**src/rtl/ddd_pkg.sv**
```systemverilog
package ddd_pkg;
   localparam int unsigned DIGIT_W   = 4;
   localparam int unsigned QUINARY_W = DIGIT_W - 1;
   localparam logic [QUINARY_W-1:0] QUINARY_TOP = QUINARY_W'(4);

   typedef enum logic {ORDER_BCD = 1'b0, ORDER_BIQUINARY = 1'b1} order_e;
   typedef logic [DIGIT_W-1:0] digit_t;

   function automatic logic [QUINARY_W-1:0] quinary_next(input logic [QUINARY_W-1:0] cur);
      return (cur >= QUINARY_TOP) ? '0 : cur + 1'b1;
   endfunction
endpackage

```
**src/rtl/ddd_rst_gen.sv**
```systemverilog
module ddd_rst_gen #(
   parameter int unsigned STAGES = 2
) (
   input  logic clk,
   input  logic clr,
   output logic rst
);
   if (STAGES < 2) begin : g_bad_stages
      $error("ddd_rst_gen: STAGES must be at least 2");
   end

   logic [STAGES-1:0] hold;

   always_ff @(posedge clk or posedge clr) begin
      if (clr) hold <= '1;
      else     hold <= {hold[STAGES-2:0], 1'b0};
   end

   assign rst = hold[STAGES-1];
endmodule

```
**src/rtl/ddd_fall_detect.sv**
```systemverilog
module ddd_fall_detect #(
   parameter int unsigned STAGES = 2
) (
   input  logic clk,
   input  logic rst,
   input  logic din,
   output logic fall
);
   logic level;
   logic prev;

   if (STAGES == 0) begin : g_direct
      assign level = din;
   end else begin : g_sync
      logic [STAGES-1:0] sr;
      for (genvar i = 0; i < STAGES; i++) begin : g_stage
         if (i == 0) begin : g_first
            always_ff @(posedge clk or posedge rst) begin
               if (rst) sr[0] <= 1'b0;
               else     sr[0] <= din;
            end
         end else begin : g_next
            always_ff @(posedge clk or posedge rst) begin
               if (rst) sr[i] <= 1'b0;
               else     sr[i] <= sr[i-1];
            end
         end
      end
      assign level = sr[STAGES-1];
   end

   always_ff @(posedge clk or posedge rst) begin
      if (rst) prev <= 1'b0;
      else     prev <= level;
   end

   assign fall = prev & ~level;
endmodule

```
**src/rtl/ddd_decade.sv**
```systemverilog
module ddd_decade
   import ddd_pkg::*;
(
   input  logic   clk,
   input  logic   rst,
   input  order_e order,
   input  logic   half_tick,
   input  logic   fifth_tick,
   output digit_t digit,
   output logic   carry
);
   logic                 half_q;
   logic [QUINARY_W-1:0] fifth_q;
   logic                 half_fall;
   logic                 top_fall;
   logic                 adv_half;
   logic                 adv_fifth;

   ddd_fall_detect #(.STAGES(0)) u_half_link (
      .clk(clk), .rst(rst), .din(half_q), .fall(half_fall)
   );

   ddd_fall_detect #(.STAGES(0)) u_top_link (
      .clk(clk), .rst(rst), .din(fifth_q[QUINARY_W-1]), .fall(top_fall)
   );

   always_comb begin
      if (order == ORDER_BCD) begin
         adv_half  = half_tick;
         adv_fifth = half_fall;
      end else begin
         adv_half  = top_fall;
         adv_fifth = fifth_tick;
      end
   end

   always_ff @(posedge clk or posedge rst) begin
      if (rst)           half_q <= 1'b0;
      else if (adv_half) half_q <= ~half_q;
   end

   always_ff @(posedge clk or posedge rst) begin
      if (rst)            fifth_q <= '0;
      else if (adv_fifth) fifth_q <= quinary_next(fifth_q);
   end

   assign digit = {fifth_q, half_q};
   assign carry = (order == ORDER_BCD) ? fifth_q[QUINARY_W-1] : half_q;
endmodule

```
**src/rtl/dual_decade_divider.sv**
```systemverilog
module dual_decade_divider
   import ddd_pkg::*;
#(
   parameter int unsigned SYNC_STAGES    = 2,
   parameter int unsigned RELEASE_STAGES = 2
) (
   input  logic       clk,
   input  logic       clr_a,
   input  logic       half_in_a,
   input  logic       fifth_in_a,
   input  logic       order_a,
   input  logic       clr_b,
   input  logic       half_in_b,
   input  logic       fifth_in_b,
   input  logic       order_b,
   input  logic       cascade_b,
   output logic [3:0] digit_a,
   output logic [3:0] digit_b
);
   localparam int unsigned NUM_DECADES = 2;

   if (SYNC_STAGES < 2) begin : g_bad_sync
      $error("dual_decade_divider: SYNC_STAGES must be at least 2");
   end
   if (DIGIT_W != 4) begin : g_bad_width
      $error("dual_decade_divider: decade digit must be four bits");
   end

   logic [NUM_DECADES-1:0] clr_v, half_v, fifth_v, order_v;
   logic [NUM_DECADES-1:0] rst_v, carry_v, pin_half_fall, pin_fifth_fall;
   logic [NUM_DECADES-1:0] half_tick_v, fifth_tick_v;
   digit_t                 digit_v [NUM_DECADES];

   assign clr_v   = {clr_b, clr_a};
   assign half_v  = {half_in_b, half_in_a};
   assign fifth_v = {fifth_in_b, fifth_in_a};
   assign order_v = {order_b, order_a};

   for (genvar d = 0; d < NUM_DECADES; d++) begin : g_decade
      ddd_rst_gen #(.STAGES(RELEASE_STAGES)) u_rst (
         .clk(clk), .clr(clr_v[d]), .rst(rst_v[d])
      );

      ddd_fall_detect #(.STAGES(SYNC_STAGES)) u_half_pin (
         .clk(clk), .rst(rst_v[d]), .din(half_v[d]), .fall(pin_half_fall[d])
      );

      ddd_fall_detect #(.STAGES(SYNC_STAGES)) u_fifth_pin (
         .clk(clk), .rst(rst_v[d]), .din(fifth_v[d]), .fall(pin_fifth_fall[d])
      );

      if (d == 0) begin : g_head
         assign half_tick_v[d]  = pin_half_fall[d];
         assign fifth_tick_v[d] = pin_fifth_fall[d];
      end else begin : g_tail
         logic chain_fall;
         ddd_fall_detect #(.STAGES(0)) u_chain (
            .clk(clk), .rst(rst_v[d]), .din(carry_v[d-1]), .fall(chain_fall)
         );
         assign half_tick_v[d]  = cascade_b ? (~order_v[d] & chain_fall) : pin_half_fall[d];
         assign fifth_tick_v[d] = cascade_b ? ( order_v[d] & chain_fall) : pin_fifth_fall[d];
      end

      ddd_decade u_decade (
         .clk       (clk),
         .rst       (rst_v[d]),
         .order     (order_e'(order_v[d])),
         .half_tick (half_tick_v[d]),
         .fifth_tick(fifth_tick_v[d]),
         .digit     (digit_v[d]),
         .carry     (carry_v[d])
      );
   end

   assign digit_a = digit_v[0];
   assign digit_b = digit_v[1];
endmodule

```
**config.mk**
```make
export PLATFORM = sky130hd
export DESIGN_NAME = dual_decade_divider
export DESIGN_NICKNAME = d
export VERILOG_FILES = /design/src/rtl/ddd_pkg.sv /design/src/rtl/ddd_rst_gen.sv /design/src/rtl/ddd_fall_detect.sv /design/src/rtl/ddd_decade.sv /design/src/rtl/dual_decade_divider.sv
export SDC_FILE = /design/constraint.sdc
export NUM_CORES = 1
export LEC_CHECK = 0
export ABC_AREA = 1
export BUFFER_PORTS_ARGS = -buffer_cell sky130_fd_sc_hd__buf_2
export CORE_ASPECT_RATIO = 0.6
export CORE_UTILIZATION = 45
export CTS_BUF_LIST = sky130_fd_sc_hd__clkbuf_8 sky130_fd_sc_hd__clkbuf_16
export DETAILED_ROUTE_END_ITERATION = 16
export PLACE_DENSITY = 0.62
export SETUP_SLACK_MARGIN = 0.5
export SLEW_MARGIN = 15
export SYNTH_ARGS = -nofsm -noshare
export SYNTH_HDL_FRONTEND = slang
export SYNTH_HIERARCHICAL = 1
export SYNTH_SLANG_ARGS = --single-unit
```
**constraint.sdc**
```tcl
create_clock -name clk -period 1.7 [get_ports clk]
set_input_delay 0.17 -clock clk [delete_from_list [all_inputs] [get_ports clk]]
set_output_delay 0.17 -clock clk [all_outputs]
set_load 0.005 [all_outputs]
```
Word level (Yosys, flattened, before mapping)
Index checks and enable logic that the tools add are counted.

Register bits: 29. Bits in latches: 0. Bits in writable memories: 0. ROM bits: 0. Input port bits: 10. Output and inout bits: 8. Word-level logic and storage cells: 57. Memories: 0.

$add $sub $neg: 2. $mul: 0. Divide/modulo/power cells: 0. Order comparisons: 2. Eq/ne operators: 0. Shift operators: 0. Muxes and demuxes: 9. Bitwise gates (word level): 21. Reductions and logical operators: 0.

Operator list (number): AND 1 bit (11); NOT 1 bit (10); 2-to-1 mux 1 bit (7); adder 3 x 1 -> 3 bit (second input constant) (2); greater-or-equal comparator 3 bit (second input constant) (2); 2-to-1 mux 3 bit (2).

Longest topological paths before layout
Gate-level depths: netlist of the first run.

Word-level depth: 6. Gate-level depth with buffers: 10. Mapped depth without buffers: 10.

Cells and area by module
Netlist of the first run, hierarchy kept.

By module, submodules not included: ddd_decade (instances 2, cells each 37, area each 256.5 um^2, sequential area each 100.1 um^2); ddd_fall_detect (g_decade[0].u_fifth_pin ...) (instances 4, cells each 6, area each 88.8 um^2, sequential area each 75.1 um^2); ddd_fall_detect (g_decade[0].u_decade.u_half_link ...) (instances 5, cells each 4, area each 38.8 um^2, sequential area each 25.0 um^2); ddd_rst_gen (instances 2, cells each 4, area each 60.1 um^2, sequential area each 52.6 um^2); dual_decade_divider (instances 1, cells each 8, area each 32.5 um^2, sequential area each 0.0 um^2).

Worst setup path before layout of the first run
No wires, ideal clock.

Path type: reg-to-reg. Start: register g_decade[0].u_decade.half_q. End: register g_decade[1].u_decade.fifth_q[2]. Setup time: 117 ps. Data arrival time: 1120 ps. Required time: 1583 ps. Slack: 464 ps. Stages on the path, launching flop included: 10. Buffers on the path: 0. Clock period less this slack: 1236 ps. Path through: dfrtp_1 -> inv_1 -> o21ai_0 -> nor2_2 -> nand3_1 -> nand2_1 -> nand2_1 -> nand2_2 -> nand2_1 -> nand2_1.

Longest elaborated chain between the ends: 6.

Ends and longest elaborated chain: start, declared (line ddd_decade.sv:12) `logic half_q;`; start signal, assigned (line ddd_decade.sv:39) `else if (adv_half) half_q <= ~half_q;`; 2-to-1 mux 1 bit (line ddd_decade.sv:48) `assign carry = (order == ORDER_BCD) ? fifth_q[QUINARY_W-1] : half_q;`; via carry_v[0] (line dual_decade_divider.sv:30) `logic [NUM_DECADES-1:0] rst_v, carry_v, pin_half_fall, pin_fifth_fall;`; NOT 1 bit (line ddd_fall_detect.sv:37) `assign fall = prev & ~level;`; AND 1 bit (line ddd_fall_detect.sv:37); via g_decade[1].g_tail.chain_fall (line dual_decade_divider.sv:56) `logic chain_fall;`; AND 1 bit (line dual_decade_divider.sv:61) `assign fifth_tick_v[d] = cascade_b ? ( order_v[d] & chain_fall) : pin_fifth_fall[d];`; 2-to-1 mux 1 bit (line dual_decade_divider.sv:61); via fifth_tick_v[1] (line dual_decade_divider.sv:31) `logic [NUM_DECADES-1:0] half_tick_v, fifth_tick_v;`; 2-to-1 mux 1 bit (line ddd_decade.sv:28) `if (order == ORDER_BCD) begin`; end signal, assigned (line ddd_decade.sv:44) `else if (adv_fifth) fifth_q <= quinary_next(fifth_q);`; end, declared (line ddd_decade.sv:13) `logic [QUINARY_W-1:0] fifth_q;`.

The timed path passes the listed nets, and every way through them passes these cells. A chain may end at the register's enable or synchronous reset.

Final worst setup path of the first run
Start: register g_decade[0].u_decade.fifth_q[2]. End: output port digit_a[3].

RTL lines: start, declared (line ddd_decade.sv:13); start signal, assigned (line ddd_decade.sv:44); end, declared (line dual_decade_divider.sv:17) `output logic [3:0] digit_a,`.

No word-level cell between the ends.

==> out/results.ini, run 1 <==
[outcome]
status=finished clean

[power_and_ir_drop]
power.density_nw_per_um2=1580
p_total_mw=2.42
cellLeakagePower_nw=0.877
peakVddDrop_uv=709

[cells_and_area]
final_area_sq_um=1540
final_cell_mix=34 x inv_1, 27 x nand2_1, 24 x dfrtp_1, 17 x buf_2, 10 x nand3_1
area_growth_pct=27.3
final_common_cell=inv_1
nets=176
n_antenna_cell=0
layout-drive-gt1-share_pct=30.7

[global_route]
grt_pass1_vias=761
overflow=0
grt_usage_pct=16.4
grt_pass1_wl_um=3280
antenna_found_initial=0
grt_max_degree=11

[route]
routed_via_density=4.18
first_pass_iters=4
totalWireLength_um=2030
num_vias=816
wl_per_cell_um=10.4
drc=0
antenna_left=0
drt_iter0_drc=93

[yosys]
syn_avg_cell_area_sq_um=9.14
syn_nets=146
netlist_area_sq_um=1210
syn_inst=132
yosysWarnings=6

[placed_design]
dpl_worst_slack_ps=384
io_buffer_count=17
hpwlAfterDp_um=1450
gp_congestion=0.806
postPlaceCellArea_sq_um=1320

[critical_path]
r2r_start=g_decade[0].u_decade/fifth_q[2]
crit_arrival_ps=970
startpoint=g_decade[0].u_decade/fifth_q[2]
end_kind=output port
required_ps=1530
criticalPathCategory=flip-flop to output port
critPathMaxFanout=7
startpoint_type=flip-flop

[floorplan]
rows=14
dieWidth_um=68.8
dieArea_sq_um=2900
coreArea_sq_um=2520
start_util_pct=47.8
die_y_um=42.1
io_pins=18

[sta]
min_period_ps=1140
rsz0062_at_grt=true
setup_slack_ps=555
period_share_pct=67.3
finalClockSkew_ps=3.28
whs_ps=134
fin_setup_tns_ps=0
max_freq_ghz=0.874
setup_viol=0
report.final.hold_viol_count=0
finalMaxSlewViolations=0

[clock_tree]
path_clk_slew_ps=60
root_buffer=clkbuf_8
cts_max_level=2
cts_tree=done
clk_latency_ps=270
cts.sinks=29
ctsLongestPathBuffers=2
numCtsBuffers=5

[run]
drv_cap=0

[hold_path]
hold_path.class=flip-flop to async pin

## area by class of cell
cell class / instances / area [sq um]
Sequential cell: 29 / 732
Multi-Input combinational cell: 65 / 334
Fill cell: 221 / 987
Inverter: 36 / 135
Clock buffer: 5 / 68.8
Tap cell: 32 / 40.0
Timing Repair Buffer: 25 / 160
Clock inverter: 3 / 65.1
## timing repair
item | CTS | global route
hold buffers | 5 | 1
pin swaps | 0 | 4
setup buffers | 2 | 0
endpoints found under the hold margin | 7 | 1
resized for setup | 2 | 2
endpoints found under the setup margin | 4 | 4
## critical path, stage by stage, from the launching register on
cell and delay [ps]:
dfrtp_2 420, buf_4 160, buf_2 130
## power by group
part,switching (mW),internal [mW]
Sequential,0.134,0.856
Combinational,0.337,0.265
Clock,0.250,0.582
Total,0.722,1.70
## routing by layer
layer | wire length (um) | GRT usage [%]
met4 | 21 | 6.12
met2 | 851 | 21.8
met5 | 0 | 0
met1 | 1050 | 22.8
met3 | 103 | 8.15
## state kept, by name, indices dropped and copies added (netlist names)
| register | flops |
|---|---|
| g_decade.u_fifth_pin/prev | 2 |
| g_decade.u_decade/half_q | 2 |
| g_decade.u_fifth_pin/g_sync.sr | 2 |
| g_decade.g_tail.u_chain/prev | 1 |
| g_decade.u_half_pin/g_sync.sr | 2 |
| g_decade.u_half_pin/level | 2 |
| g_decade.u_decade/u_top_link/prev | 2 |
| g_decade.u_fifth_pin/level | 2 |
| g_decade.u_decade/fifth_q | 6 |
| g_decade.u_decade/u_half_link/prev | 2 |
| g_decade.u_rst/hold | 4 |
| g_decade.u_half_pin/prev | 2 |
## path summary, 6_finish.rpt
path | endpoint | slack (ps) | depth (start not counted)
setup reg to reg | g_decade[1].u_decade/fifth_q[0] | 560 | 8
setup / recovery | digit_a[3] | 560 | 2
hold / removal | g_decade[0].u_decade/u_top_link/prev | 130 | 1
min in group clk | g_decade[0].u_decade/half_q | 230 | 4
hold reg to reg | g_decade[0].u_decade/u_top_link/prev | 130 | 1
max in group asynchronous | g_decade[1].u_rst/hold[1] | 1220 | 3
## through the flow
stage / utilization, % / instances
after floorplan: - / 132
after global placement: 52.2 / 179
after detailed placement: 52.2 / 179
after CTS: 60.3 / 194
after global routing: 60.9 / 195
final: 60.9 / 195
Power figures use the tool's default switching activity.
==> run 2: changes to the inputs <==
--- a/config.mk
+++ b/config.mk
@@ -11,7 +11,7 @@
 export CORE_UTILIZATION = 45
 export CTS_BUF_LIST = sky130_fd_sc_hd__clkbuf_8 sky130_fd_sc_hd__clkbuf_16
 export DETAILED_ROUTE_END_ITERATION = 16
-export PLACE_DENSITY = 0.62
+export PLACE_DENSITY = 0.65
 export SETUP_SLACK_MARGIN = 0.5
 export SLEW_MARGIN = 15
 export SYNTH_ARGS = -nofsm -noshare
==> constraint.sdc (replaced) <==
create_clock -name clk -period 1 [get_ports clk]
set_input_delay 0.1 -clock clk [delete_from_list [all_inputs] [get_ports clk]]
set_output_delay 0.1 -clock clk [all_outputs]
set_load 0.005 [all_outputs]
==> run 2 against run 1 <==
  * The flow now finishes with violations (hold timing, setup timing)
  * Cell count grew 3.1%
  * Global-route usage grew 2.2 points
  * Worst hold slack worse by 210 ps
  * Utilization rose by 4.6 points
  * Clock-buffer cell count rose by 1
  * Worst setup slack got worse by 750 ps
  * Combinational power rose to 2.7 times the previous value
  * Design area rose by 7.6%
  * Total power rose by 88%
  * Sequential share of layout area is 3.3 points lower
  * Largest cell class unchanged
==> out/results.ini, run 2 (same netlist as run 1, synthesis figures left out) <==
[outcome]
status=complete, but fails checks
violations=hold timing, setup timing

[sta]
period_share_pct=119
report.final.hold_viol_count=4  ; +4
min_period_ps=1190
finalMaxSlewViolations=0  ; unchanged
setup_viol=9  ; +9
max_freq_ghz=0.839
rsz0062_at_grt=true
whs_ps=-74.3  ; -208 ps
finalClockSkew_ps=2.09  ; -1.19 ps
setup_slack_ps=-191  ; -747 ps
fin_setup_tns_ps=-936  ; -936 ps

[route]
routed_via_density=4.30  ; +2.7%
num_vias=864  ; +5.9%
antenna_left=0  ; unchanged
drt_iter0_drc=16  ; -83%
wl_per_cell_um=11.1  ; +6.9%
drc=0  ; unchanged
first_pass_iters=4  ; unchanged
totalWireLength_um=2230  ; +10%

[critical_path]
r2r_start=g_decade[0].u_decade/half_q
reg2reg_to=g_decade[1].u_decade/fifth_q[0]
critPathMaxFanout=4  ; -3
ff2ff_path_depth=9  ; +1
startpoint_type=flip-flop
ff2ff_setup_slack_ps=-190  ; -750 ps
crit_arrival_ps=1360  ; +390 ps
end_kind=flip-flop
criticalPathCategory=flip-flop to flip-flop
required_ps=1170  ; -360 ps

[floorplan]
rows=14  ; unchanged
start_util_pct=47.8  ; unchanged
coreArea_sq_um=2520  ; unchanged
dieArea_sq_um=2900  ; unchanged
die_y_um=42.1  ; unchanged
io_pins=18  ; unchanged
dieWidth_um=68.8  ; unchanged

[cells_and_area]
nets=182  ; +3.4%
reg_top3=g_decade.u_decade/fifth_q (6), g_decade.u_rst/hold (4)
area_growth_pct=36.9
final_area_sq_um=1650  ; +7.6%
final_common_cell=inv_1
layout-drive-gt1-share_pct=43.2  ; +13 points
n_antenna_cell=0  ; unchanged
largest_register_ffs=6  ; unchanged
final_cell_mix=32 x inv_1, 23 x nand2_1, 23 x dfrtp_1, 14 x buf_2, 11 x nor2_2
regMostFlops=g_decade.u_decade/fifth_q
final_util_pct=65.5  ; +4.6 points
final_cells=201  ; +3.1%

[placed_design]
gp_congestion=0.785  ; -2.6%
postPlaceCellArea_sq_um=1380  ; +4.9%
hpwlAfterDp_um=1510  ; +4.6%
dp.cells=186  ; +3.9%
io_buffer_count=17  ; unchanged

[clock_tree]
numCtsBuffers=5  ; unchanged
hold_buffers=2  ; -3
cts_max_level=2  ; unchanged
cts_tree=done
path_clk_slew_ps=60  ; about the same
cts.sinks=29  ; unchanged
root_buffer=clkbuf_8
clk_latency_ps=280  ; about the same
ctsLongestPathBuffers=2  ; unchanged

[global_route]
grt_usage_pct=18.6  ; +2.2 points
antenna_found_initial=0  ; unchanged
overflow=0  ; unchanged
grt_pass1_vias=885  ; +16%
grt_max_degree=11  ; unchanged
grt_pass1_wl_um=3640  ; +11%

[hold_path]
hold_path.class=primary input to flip-flop
holdPathStages=1
hold_start=fifth_in_a
min_to=g_decade[0].u_fifth_pin/g_sync.sr[0]

[power_and_ir_drop]
power.density_nw_per_um2=2760  ; +75%
cellLeakagePower_nw=0.917  ; +4.7%
p_total_mw=4.55  ; +88%
peakVddDrop_uv=1310  ; +84%

[run]
drv_cap=0  ; unchanged

run 2: cell count changes in the layout (fill, tap and decap cells not counted), sizes merged:
cell	before	now
clkinvlp	0	1
bufinv	2	1
buf	19	29
clkinv	1	0
clkbuf	5	6
dlygate4sd3	6	2
run 2: power by group:
part	switching [mW]	total, mW	internal [mW]
Sequential	0.193	1.65	1.46
Combinational	0.825	1.65	0.823
Clock	0.446	1.25	0.809
run 2: layout make-up:
cell class	instances	area (sq um)
Sequential cell	29	733
Inverter	36	135
Fill cell	219	871
Timing Repair Buffer	31	236
Multi-Input combinational cell	65	387
Clock inverter	2	37.5
Tap cell	32	40.0
Clock buffer	6	82.6
run 2: worst max path at each step:
stage | startpoint | to
6_report | g_decade[0].u_decade/half_q | g_decade[1].u_decade/fifth_q[0]
5_1_grt | g_decade[0].u_decade/half_q | g_decade[1].u_decade/fifth_q[2]
4_1_cts | g_decade[0].u_decade/fifth_q[2] | g_decade[1].u_decade/fifth_q[0]
3_5_place_dp | g_decade[0].u_decade/fifth_q[2] | g_decade[1].u_decade/fifth_q[0]
3_3_place_gp | g_decade[0].u_decade/fifth_q[2] | g_decade[1].u_decade/fifth_q[0]
2_1_floorplan | g_decade[0].u_decade/fifth_q[2] | g_decade[1].u_decade/fifth_q[2]
run 2: what timing repair did:
| item | 4_1_cts | 5_1_grt |
|---|---|---|
| gates resized for setup | 11 | 13 |
| endpoints found under the hold margin | 8 | 4 |
| pin swaps | 4 | 9 |
| setup buffers | 4 | 1 |
| setup endpoints to repair | 27 | 27 |
run 2: worst max-delay path, stage by stage (launching register included):
cell     delay [ps]
dfrtp_1         390
inv_2            70
o21ai_4         140
nor2_2           50
nand3_1          70
nand2_1          60
nand2_2          90
nand2_2          80
nand2_1          80
nand2_2          50
run 2: per-layer routing:
layer  up-vias  part of all wire, %  GRT usage, %
met5         -                    0             0
met4         0                 0.94          8.57
met3         3                  5.1          7.34
met2        23                   46          28.0
met1       396                   48          23.3
li1        442                    -             -
run 2: stage by stage:
| stage | hold WS (ps) | setup WS (ps) |
|---|---|---|
| global placement | 118 | -66.8 |
| finish | -74.3 | -191 |
| CTS | -84.2 | -145 |
| global route | -89.1 | -258 |
| detailed placement | 122 | -129 |
| floorplan | 11.5 | -88.3 |
